`src/rtl/stall_seq_pkg.sv`:
```
package stall_seq_pkg;

  // Two coils, each an H-bridge with a plus leg and a minus leg.
  localparam int COIL_N = 2;
  localparam int LEG_N  = 2 * COIL_N;

  typedef enum logic [1:0] {
    PH_IDLE  = 2'd0,
    PH_BLANK = 2'd1,
    PH_INTEG = 2'd2
  } phaseT;

  // Strobes from control to datapath.
  typedef struct packed {
    logic inBlank;
    logic inInteg;
  } ctrlStrobeT;

  // Drive request for one bridge leg.
  typedef struct packed {
    logic hi;
    logic lo;
  } legDriveT;

endpackage

```
`src/rtl/stall_seq_ctrl.sv`:
```
module stall_seq_ctrl
  import stall_seq_pkg::*;
#(
  parameter int CNT_W = 16
) (
  input  logic             clk,
  input  logic             rstN,
  input  logic             enable,
  input  logic             trigger,
  input  logic [CNT_W-1:0] blankLen,
  input  logic [CNT_W-1:0] integLen,
  output ctrlStrobeT       strobe
);

  phaseT            phase, phaseNxt;
  logic [CNT_W-1:0] cnt, cntNxt;
  logic [CNT_W-1:0] limit;
  logic [CNT_W:0]   cntInc;
  logic             lastCycle;

  // The length of the current phase is read live; a length of 0 acts as 1.
  assign limit     = (phase == PH_BLANK) ? blankLen : integLen;
  assign cntInc    = {1'b0, cnt} + 1'b1;
  assign lastCycle = cntInc >= {1'b0, limit};

  always_comb begin
    phaseNxt = phase;
    cntNxt   = cntInc[CNT_W-1:0];
    if (!enable) begin
      phaseNxt = PH_IDLE;
      cntNxt   = '0;
    end else begin
      unique case (phase)
        PH_IDLE: begin
          cntNxt = '0;
          if (trigger) phaseNxt = PH_BLANK;
        end
        PH_BLANK: begin
          if (lastCycle) begin
            phaseNxt = PH_INTEG;
            cntNxt   = '0;
          end
        end
        PH_INTEG: begin
          if (lastCycle) begin
            phaseNxt = PH_IDLE;
            cntNxt   = '0;
          end
        end
        default: begin
          phaseNxt = PH_IDLE;
          cntNxt   = '0;
        end
      endcase
    end
  end

  always_ff @(posedge clk or negedge rstN) begin
    if (!rstN) begin
      phase <= PH_IDLE;
      cnt   <= '0;
    end else begin
      phase <= phaseNxt;
      cnt   <= cntNxt;
    end
  end

  assign strobe.inBlank = (phase == PH_BLANK);
  assign strobe.inInteg = (phase == PH_INTEG);

endmodule

```
`src/rtl/stall_seq_datapath.sv`:
```
module stall_seq_datapath
  import stall_seq_pkg::*;
(
  input  logic             clk,
  input  logic             rstN,
  input  logic             enable,
  input  ctrlStrobeT       strobe,
  input  logic [1:0]       stepSel,
  input  logic             recircLow,
  input  logic             integDir,
  input  logic             driveBlank,
  input  logic             driveInteg,
  output logic [LEG_N-1:0] hsOn,
  output logic [LEG_N-1:0] lsOn,
  output logic             integEn,
  output logic             integSign
);

  logic             selCoil, selNeg, measCoil, driveSel;
  logic [LEG_N-1:0] reqHi, reqLo;

  // stepSel[0] picks the coil (0 = A, 1 = B); stepSel[1] picks the polarity.
  assign selCoil  = stepSel[0];
  assign selNeg   = stepSel[1];
  assign measCoil = ~selCoil;
  assign driveSel = strobe.inBlank ? driveBlank : driveInteg;

  // Leg index = {coil, side}, where side 0 = plus leg and 1 = minus leg.
  always_comb begin
    reqHi = '0;
    reqLo = '0;
    if (enable) begin
      if (driveSel) begin
        reqHi[{selCoil, selNeg}]  = 1'b1;
        reqLo[{selCoil, ~selNeg}] = 1'b1;
      end
      if (strobe.inBlank) begin
        if (recircLow) begin
          reqLo[{measCoil, 1'b0}] = 1'b1;
          reqLo[{measCoil, 1'b1}] = 1'b1;
        end else begin
          reqHi[{measCoil, 1'b0}] = 1'b1;
          reqHi[{measCoil, 1'b1}] = 1'b1;
        end
      end
    end
  end

  // Per-leg output register: a change in the requested drive costs one
  // cycle with both switches off.
  for (genvar g = 0; g < LEG_N; g++) begin : gLeg
    legDriveT curReq, prevReq;
    logic     hiQ, loQ;

    assign curReq = {reqHi[g], reqLo[g]};

    always_ff @(posedge clk or negedge rstN) begin
      if (!rstN) begin
        prevReq <= '0;
        hiQ     <= 1'b0;
        loQ     <= 1'b0;
      end else begin
        prevReq <= curReq;
        if (curReq != prevReq) begin
          hiQ <= 1'b0;
          loQ <= 1'b0;
        end else begin
          hiQ <= curReq.hi;
          loQ <= curReq.lo;
        end
      end
    end

    assign hsOn[g] = hiQ;
    assign lsOn[g] = loQ;
  end

  assign integEn   = strobe.inInteg;
  assign integSign = strobe.inInteg & integDir;

endmodule

```
`src/rtl/stall_seq_top.sv`:
```
module stall_seq_top
  import stall_seq_pkg::*;
#(
  parameter int CNT_W = 16
) (
  input  logic             clk,
  input  logic             rstN,
  input  logic             enable,
  input  logic             trigger,
  input  logic [1:0]       stepSel,
  input  logic             recircLow,
  input  logic             integDir,
  input  logic             driveBlank,
  input  logic             driveInteg,
  input  logic [CNT_W-1:0] blankLen,
  input  logic [CNT_W-1:0] integLen,
  output logic [3:0]       hsOn,
  output logic [3:0]       lsOn,
  output logic             integEn,
  output logic             integSign,
  output logic             blankBusy,
  output logic             integBusy
);

  ctrlStrobeT strobe;

  stall_seq_ctrl #(.CNT_W(CNT_W)) ctrl_i (
    .clk      (clk),
    .rstN     (rstN),
    .enable   (enable),
    .trigger  (trigger),
    .blankLen (blankLen),
    .integLen (integLen),
    .strobe   (strobe)
  );

  stall_seq_datapath dp_i (
    .clk        (clk),
    .rstN       (rstN),
    .enable     (enable),
    .strobe     (strobe),
    .stepSel    (stepSel),
    .recircLow  (recircLow),
    .integDir   (integDir),
    .driveBlank (driveBlank),
    .driveInteg (driveInteg),
    .hsOn       (hsOn),
    .lsOn       (lsOn),
    .integEn    (integEn),
    .integSign  (integSign)
  );

  assign blankBusy = strobe.inBlank;
  assign integBusy = strobe.inInteg;

endmodule

```
`config.mk`:
```
export PLATFORM = sky130hd
export DESIGN_NAME = stall_seq_top
export DESIGN_NICKNAME = d
export VERILOG_FILES = /design/src/rtl/stall_seq_pkg.sv /design/src/rtl/stall_seq_ctrl.sv /design/src/rtl/stall_seq_datapath.sv /design/src/rtl/stall_seq_top.sv
export SDC_FILE = /design/constraint.sdc
export NUM_CORES = 1
export LEC_CHECK = 0
export ABC_AREA = 1
export BUFFER_PORTS_ARGS = -buffer_cell sky130_fd_sc_hd__buf_2
export CAP_MARGIN = 20
export CORE_MARGIN = 1
export CORE_UTILIZATION = 54
export DETAILED_ROUTE_END_ITERATION = 6
export GPL_TIMING_DRIVEN = 1
export PLACE_DENSITY = 0.79
export SETUP_SLACK_MARGIN = 0.02
export SYNTH_ARGS = -nofsm -noshare
export SYNTH_HDL_FRONTEND = slang
export SYNTH_SLANG_ARGS = --single-unit
```
`constraint.sdc`:
```
create_clock -name clk -period 4.6 [get_ports clk]
set_input_delay 0.23 -clock clk [delete_from_list [all_inputs] [get_ports clk]]
set_output_delay 0.23 -clock clk [all_outputs]
set_load 0.1 [all_outputs]
```
-- Word-level counts from Yosys, hierarchy flattened
Index checks and enable logic that the tools add are counted.
Widths: inputs -> output; s select.
- multiplexer cells: 36
- $lt $le $gt $ge: 9
- multiply operators: 0
- add/sub/neg operators: 1
- divide/modulo/power cells: 0
- bitwise operators: 7
- reduce and logical (&&, ||, !) cells: 7
- eq/ne operators: 9
- shift operators: 0
- operator list (cell ; number):
    $mux 16 ; 4
    $mux 4 ; 10
    $add 16x1->17 const B ; 1
    $ge 17x16->1 ; 1
    $mux 1 ; 13
    $lt 2x3->1 const B ; 4
    $ge 2x1->1 const B ; 4
    $mux 2 ; 4
    $ne 2x2->1 ; 4
    $or 4x3->4 ; 2
    $or 4x4->4 ; 2
    $ne 3x2->1 const B ; 2
    $pmux 2 s3 ; 1
    $demux 1 s2 ; 2
    $logic_and 1x1->1 ; 4
    $ne 3x3->1 const B ; 1
    $reduce_and 3->1 ; 1
    $demux 1 s1 ; 2
    $eq 2x1->1 const B ; 1
    $eq 2x2->1 const B ; 1
    $logic_not 2->1 ; 1
    $not 1->1 ; 2
    $reduce_or 2->1 ; 1
    $and 1x1->1 ; 1
- ROM bits: 0
- word-level logic and storage cells: 87
- memories kept: 0
- output and inout bits: 12
- bits of input ports: 42
- bits in latches: 0
- register bits after elaboration: 34
- RAM bits: 0

-- Logic depth before layout (Yosys ltp)
- depth in word-level cells: 14
- gate-level depth with buffers: 20
- depth with buffers taken out: 20

-- By module
Synthesis repeated with hierarchy kept, for this count alone.
- cells, all modules: 325
- area, all modules: 2519.9 µm²
- modules (own cells, without submodules) (module ; cells each ; times used ; seq. area each (µm²) ; area each (µm²)):
    stall_seq_ctrl ; 204 ; 1 ; 450.4 ; 1621.6
    stall_seq_datapath ; 121 ; 1 ; 400.4 ; 898.4

-- Least setup slack after synthesis
No wires, ideal clock.
- path kind: reg-to-reg
- start point: register ctrl_i.phase[1]
- end point: register ctrl_i.cnt[4]
- clock period less this slack: 3.331 ns
- path slack: 1.269 ns
- buffers on the path: 4
- cell stages (with the launch flop): 18
- setup time: 0.068 ns
- arrival: 3.263 ns
- data required time: 4.532 ns
- path through: dfrtp_1 -> inv_1 -> ha_1 -> buf_2 -> buf_4 -> buf_2 -> mux2i_1 -> ha_1 -> nand2_1 -> inv_1 -> nand2_1 -> nor2_1 -> nand2_1 -> nand3_1 -> nand2_1 -> nand4_4 -> buf_8 -> nor2_4
- cells in the longest elaborated chain, start to end: 6
- elaborated cells on any way between the ends: 8
- classes of those cells: 1 x order compare; 2 x eq/ne; 4 x mux; 1 x reduce/logical
- RTL lines (element ; RTL line ; text):
    start: declaration ; stall_seq_ctrl.sv:15 ; phaseT phase, phaseNxt;
    start signal: assignment ; stall_seq_ctrl.sv:63 ; phase <= phaseNxt;
    $eq 2x1->1 (*) ; n/a ;
    via blankBusy ; stall_seq_top.sv:21 ; output logic blankBusy,
    $mux 16 ; stall_seq_ctrl.sv:22 ; assign limit = (phase == PH_BLANK) ? blankLen : integLen;
    $ge 17x16->1 ; stall_seq_ctrl.sv:24 ; assign lastCycle = cntInc >= {1'b0, limit};
    $mux 16 ; stall_seq_ctrl.sv:39, stall_seq_ctrl.sv:45 ;
    $mux 16 (*) ; n/a ;
    $mux 16 (*) ; stall_seq_ctrl.sv:29 ; if (!enable) begin
    via ctrl_i.cntNxt[4] ; stall_seq_ctrl.sv:16 ; logic [CNT_W-1:0] cnt, cntNxt;
    end signal: assignment ; stall_seq_ctrl.sv:64 ; cnt <= cntNxt;
    end: declaration ; stall_seq_ctrl.sv:16 ;
Mark *: on every way through the listed nets, which the timed path passes. The rest lies on a longest branch.
A chain may end at the register's enable or synchronous reset.

-- Worst setup path after layout
- start point: register ctrl_i.phase[1]
- end point: register ctrl_i.cnt[13]
- cells in the longest elaborated chain, start to end: 6
- elaborated cells on any way between the ends: 8
- classes of those cells: 1 x order compare; 2 x eq/ne; 4 x mux; 1 x reduce/logical
- RTL lines (element ; RTL line):
    $eq 2x1->1 ; stall_seq_ctrl.sv:22, stall_seq_ctrl.sv:33
    $mux 16 ; stall_seq_ctrl.sv:22
    $ge 17x16->1 ; stall_seq_ctrl.sv:24
    $mux 16 ; stall_seq_ctrl.sv:39, stall_seq_ctrl.sv:45
    $mux 16 (*) ; n/a
    $mux 16 (*) ; stall_seq_ctrl.sv:29
    via ctrl_i.cntNxt[13] ; stall_seq_ctrl.sv:16
Marked as above.

==> run summary <==
### Outcome
• complete, no violations — outcome

### Global routing
• 0.216 — total global-route track usage
• 1926 — number of global-route vias before repair
• 0 — Remaining Overflow, GRT
• 0 — initial antenna violation count
• 35 — largest net degree at the start of global routing
• 8160 µm — first-pass GRT wire length

### Yosys
• 0 — number of warnings printed during yosys synthesis
• 27 — number of distinct library cell variants in the gate-level netlist after synthesis
• 0.00246 mm² — post-synthesis cell area
• 0.346 — fraction of the yosys area taken by sequential cells
• 295 — number of instances in the synthesized netlist
• 34 — register bit total from synthesis
• 358 — Mapped Nets
• 8.34 µm² — average cell area after synthesis

### Setup path
• inv_1, ha_1, buf_4, mux2i_1, ha_1, nand2_1, inv_1, nand2_1, nor2_1, nand2_1, nand3_1, nand2_1, nand4_4, nor2_1 — CP Cell Sequence
• nand2_1 — most repeated library cell on the critical path
• ha_1 — CP max-delay cell
• flop — Worst setup EP type
• reg2reg — Worst Setup Path Type
• 4.81 ns — required time worst endpoint
• 16 — largest fanout on the critical path
• 0.52 ns — Critical Path Max Stage Delay
• flop — startpoint class of the critical path
• 3.33 ns — data arrival time of the worst path
• 14 — r2r worst-path depth

### Finish
• 0 — Ant. Diodes
• 0.276 — share of post-route cells with drive strength above 1
• 406 — layout net count
• 0.00279 mm² — Finished Cell Area
• 13.5% — Syn-to-layout area delta
• 396 — number of cells in the finished layout apart from fillers
• 354 — number of fillers in the final layout

### Floorplan
• 54 — io pins
• 0.00483 mm² — area of the die
• 69.5 µm — die height
• 0.565 — Starting Density
• 24 — Cell Rows
• 69.5 µm — die width
• 0.00435 mm² — area inside the core boundary

### Run
• 0 — max_cap viols

### Place
• 0.00270 mm² — placed inst area
• 1.49 ns — pre-CTS setup slack
• 53 — # port buffers
• 0.876 — Routability Congestion
• 3770 µm — placed wire-length estimate after detailed placement
• 388 — number of placed instances with taps included

### Routing
• 1935 — routed via count
• 0 — DRC Markers
• 4 — detailed-routing iteration count for the pre-antenna-repair pass
• 12.0 µm — Routed wire per std cell
• 4740 µm — post-detailed-routing wire length
• 94 — drt initial violations
• 0 — number of nets with antenna violations after detailed routing
• 4.89 — detailed-route vias per instance

### Clock network
• 0.07 ns — clock transition at the register clock pins on the worst setup and hold paths after CTS
• 2 — worst-case clock buffer depth
• 0 — hold buffers post-CTS
• 0 — count of buffers added by post-CTS timing repair for setup
• 5 — number of buffers created by CTS
• clkbuf_8 — Clk Tree Root Cell
• 0 — Resize count post-CTS
• 2 — count of H-tree levels built during CTS
• built — CTS tree
• 0.29 ns — worst skew pair latency
• 34 — TritonCTS sink count

### Pwr
• 0.447 mW — switching power
• 0.452 — combinational cell fraction of total power
• 0.000393 V — maximum vdd drop
• 1.59 nW — LEAKAGE
• 0.325 — fraction of power consumed by sequential logic
• 0.590 mW — Power Internal
• 0.431 — sw frac
• 0.224 — clock power share
• 371 mW/mm² — P per Cell Area

### Hold path
• in2async — Worst Hold Class

### Timing
• 0.00592 ns — clock skew
• 0 — Setup Viol. Count Final
• 0 — Final Max Slew Viols
• 1.49 ns — worst setup slack after layout
• 321 MHz — upper clock frequency limit
• 3.11 ns — post-layout min period
• 0 — Hold Vio Cnt, Final
• 0.753 ns — transition time at the pin with the least slew margin
• no — setup repair after global routing missed its margin
• 0.498 — tightest slew margin relative to the limit
• 0 ns — post-route setup TNS
• 0.00639 ns — Final Hold Slack
• 0.677 — final critical-path share of the clock period

area by class of cell:
| cell class | count | area [µm²] | share of cell area |
|---|---|---|---|
| Inverter | 46 | 173 | 0.0618 |
| Clock buffer | 6 | 82.6 | 0.0296 |
| Sequential cell | 34 | 851 | 0.305 |
| Clock inverter | 2 | 12.5 | 0.00448 |
| Tap cell | 52 | 65.1 | 0.0233 |
| Timing Repair Buffer | 54 | 273 | 0.0976 |
| Multi-Input combinational cell | 202 | 1340 | 0.479 |
cells in the final DEF, fill, tap and decap left out, drive strengths merged, types with 2 or more instances in the layout:
master and count:
a21oi 22, buf 54, clkbuf 6, clkinv 2, dfrtp 34, ha 21
inv 45, mux2i 15, nand2 67, nand3 16, nand4 6, nor2 32
nor3 2, or2 8, xnor2 2, xor2 8
registers in the layout, indices dropped and copies added, names as in the netlist:
register,flops
dp_i.gLeg.hiQ,4
ctrl_i.cnt,16
dp_i.gLeg.loQ,4
ctrl_i.phase,2
dp_i.gLeg.prevReq,8
worst max-delay path, delay by kind of cell (launching register included):
kind / cells / cell delay [ns]
flops: 1 / 0.40
simple gates: 8 / 1.05
fa+ha+maj: 2 / 0.80
mux: 1 / 0.29
buf+inv: 3 / 0.51
metal layers:
metal	track usage	vias up	part of all wire
met4	0.0816	0	0.017
met1	0.266	876	0.45
met2	0.378	29	0.50
met3	0.0349	8	0.031
li1	-	1022	-
met5	0	-	0
power groups by stage:
stage               Combinational [mW]  Sequential, mW  Clock (mW)
floorplan                        0.396           0.338           0
global placement                 0.458           0.341           0
detailed placement               0.469           0.342           0
CTS                              0.472           0.337       0.236
global route                     0.519           0.340       0.246
finish                           0.468           0.337       0.232
stage by stage:
step,utilization,power (mW)
finish,0.642,1.04
global route,0.642,1.10
CTS,0.642,1.05
detailed placement,0.620,0.811
global placement,0.620,0.799
floorplan,-,0.734
cell families after synthesis:
| kind of cell | count (synthesis) | synth area share |
|---|---|---|
| AND/OR/NAND/NOR | 132 | 0.289 |
| adder cells (fa/ha/maj) | 21 | 0.107 |
| buffers and inverters | 59 | 0.111 |
| flip-flops | 34 | 0.346 |
| XOR/XNOR | 10 | 0.0356 |
| multiplexers | 15 | 0.0610 |
| AO/OA/AOI/OAI | 24 | 0.0508 |
synthesized netlist by cell type:
cell / count / area (µm²)
clkinv_1: 1 / 3.75
nand2_4: 2 / 22.5
buf_2: 2 / 10.0
nor2_2: 2 / 12.5
nand4_1: 5 / 31.3
nor2_1: 16 / 60.1
buf_8: 1 / 15.0
o21a_1: 1 / 7.51
buf_4: 10 / 75.1
inv_2: 1 / 3.75
mux2i_1: 15 / 150
inv_1: 44 / 165
nand2_2: 4 / 25.0
nor3_1: 1 / 5.00
or2_2: 8 / 50.1
nand4_4: 1 / 21.3
nand3_1: 16 / 80.1
nand2_1: 61 / 229
xor2_1: 8 / 70.1
dfrtp_1: 34 / 851
a21o_1: 1 / 7.51
xnor2_1: 2 / 17.5
a21oi_1: 22 / 110
ha_1: 21 / 263
nand3b_1: 1 / 7.51
nor2_4: 14 / 158
nor3_2: 1 / 10.0
final timing paths:
check / from / to / slack [ns]
max in group asynchronous: rstN / dp_i.gLeg[2].hiQ / 4.12
min reg2reg: ctrl_i.cnt[0] / ctrl_i.cnt[0] / 0.50
max: ctrl_i.phase[1] / ctrl_i.cnt[13] / 1.49
min in group clk: recircLow / dp_i.gLeg[3].prevReq[0] / 0.29
max reg2reg: ctrl_i.phase[1] / ctrl_i.cnt[13] / 1.49
min: rstN / dp_i.gLeg[2].prevReq[1] / 0.006
Power figures use the tool's default switching activity.
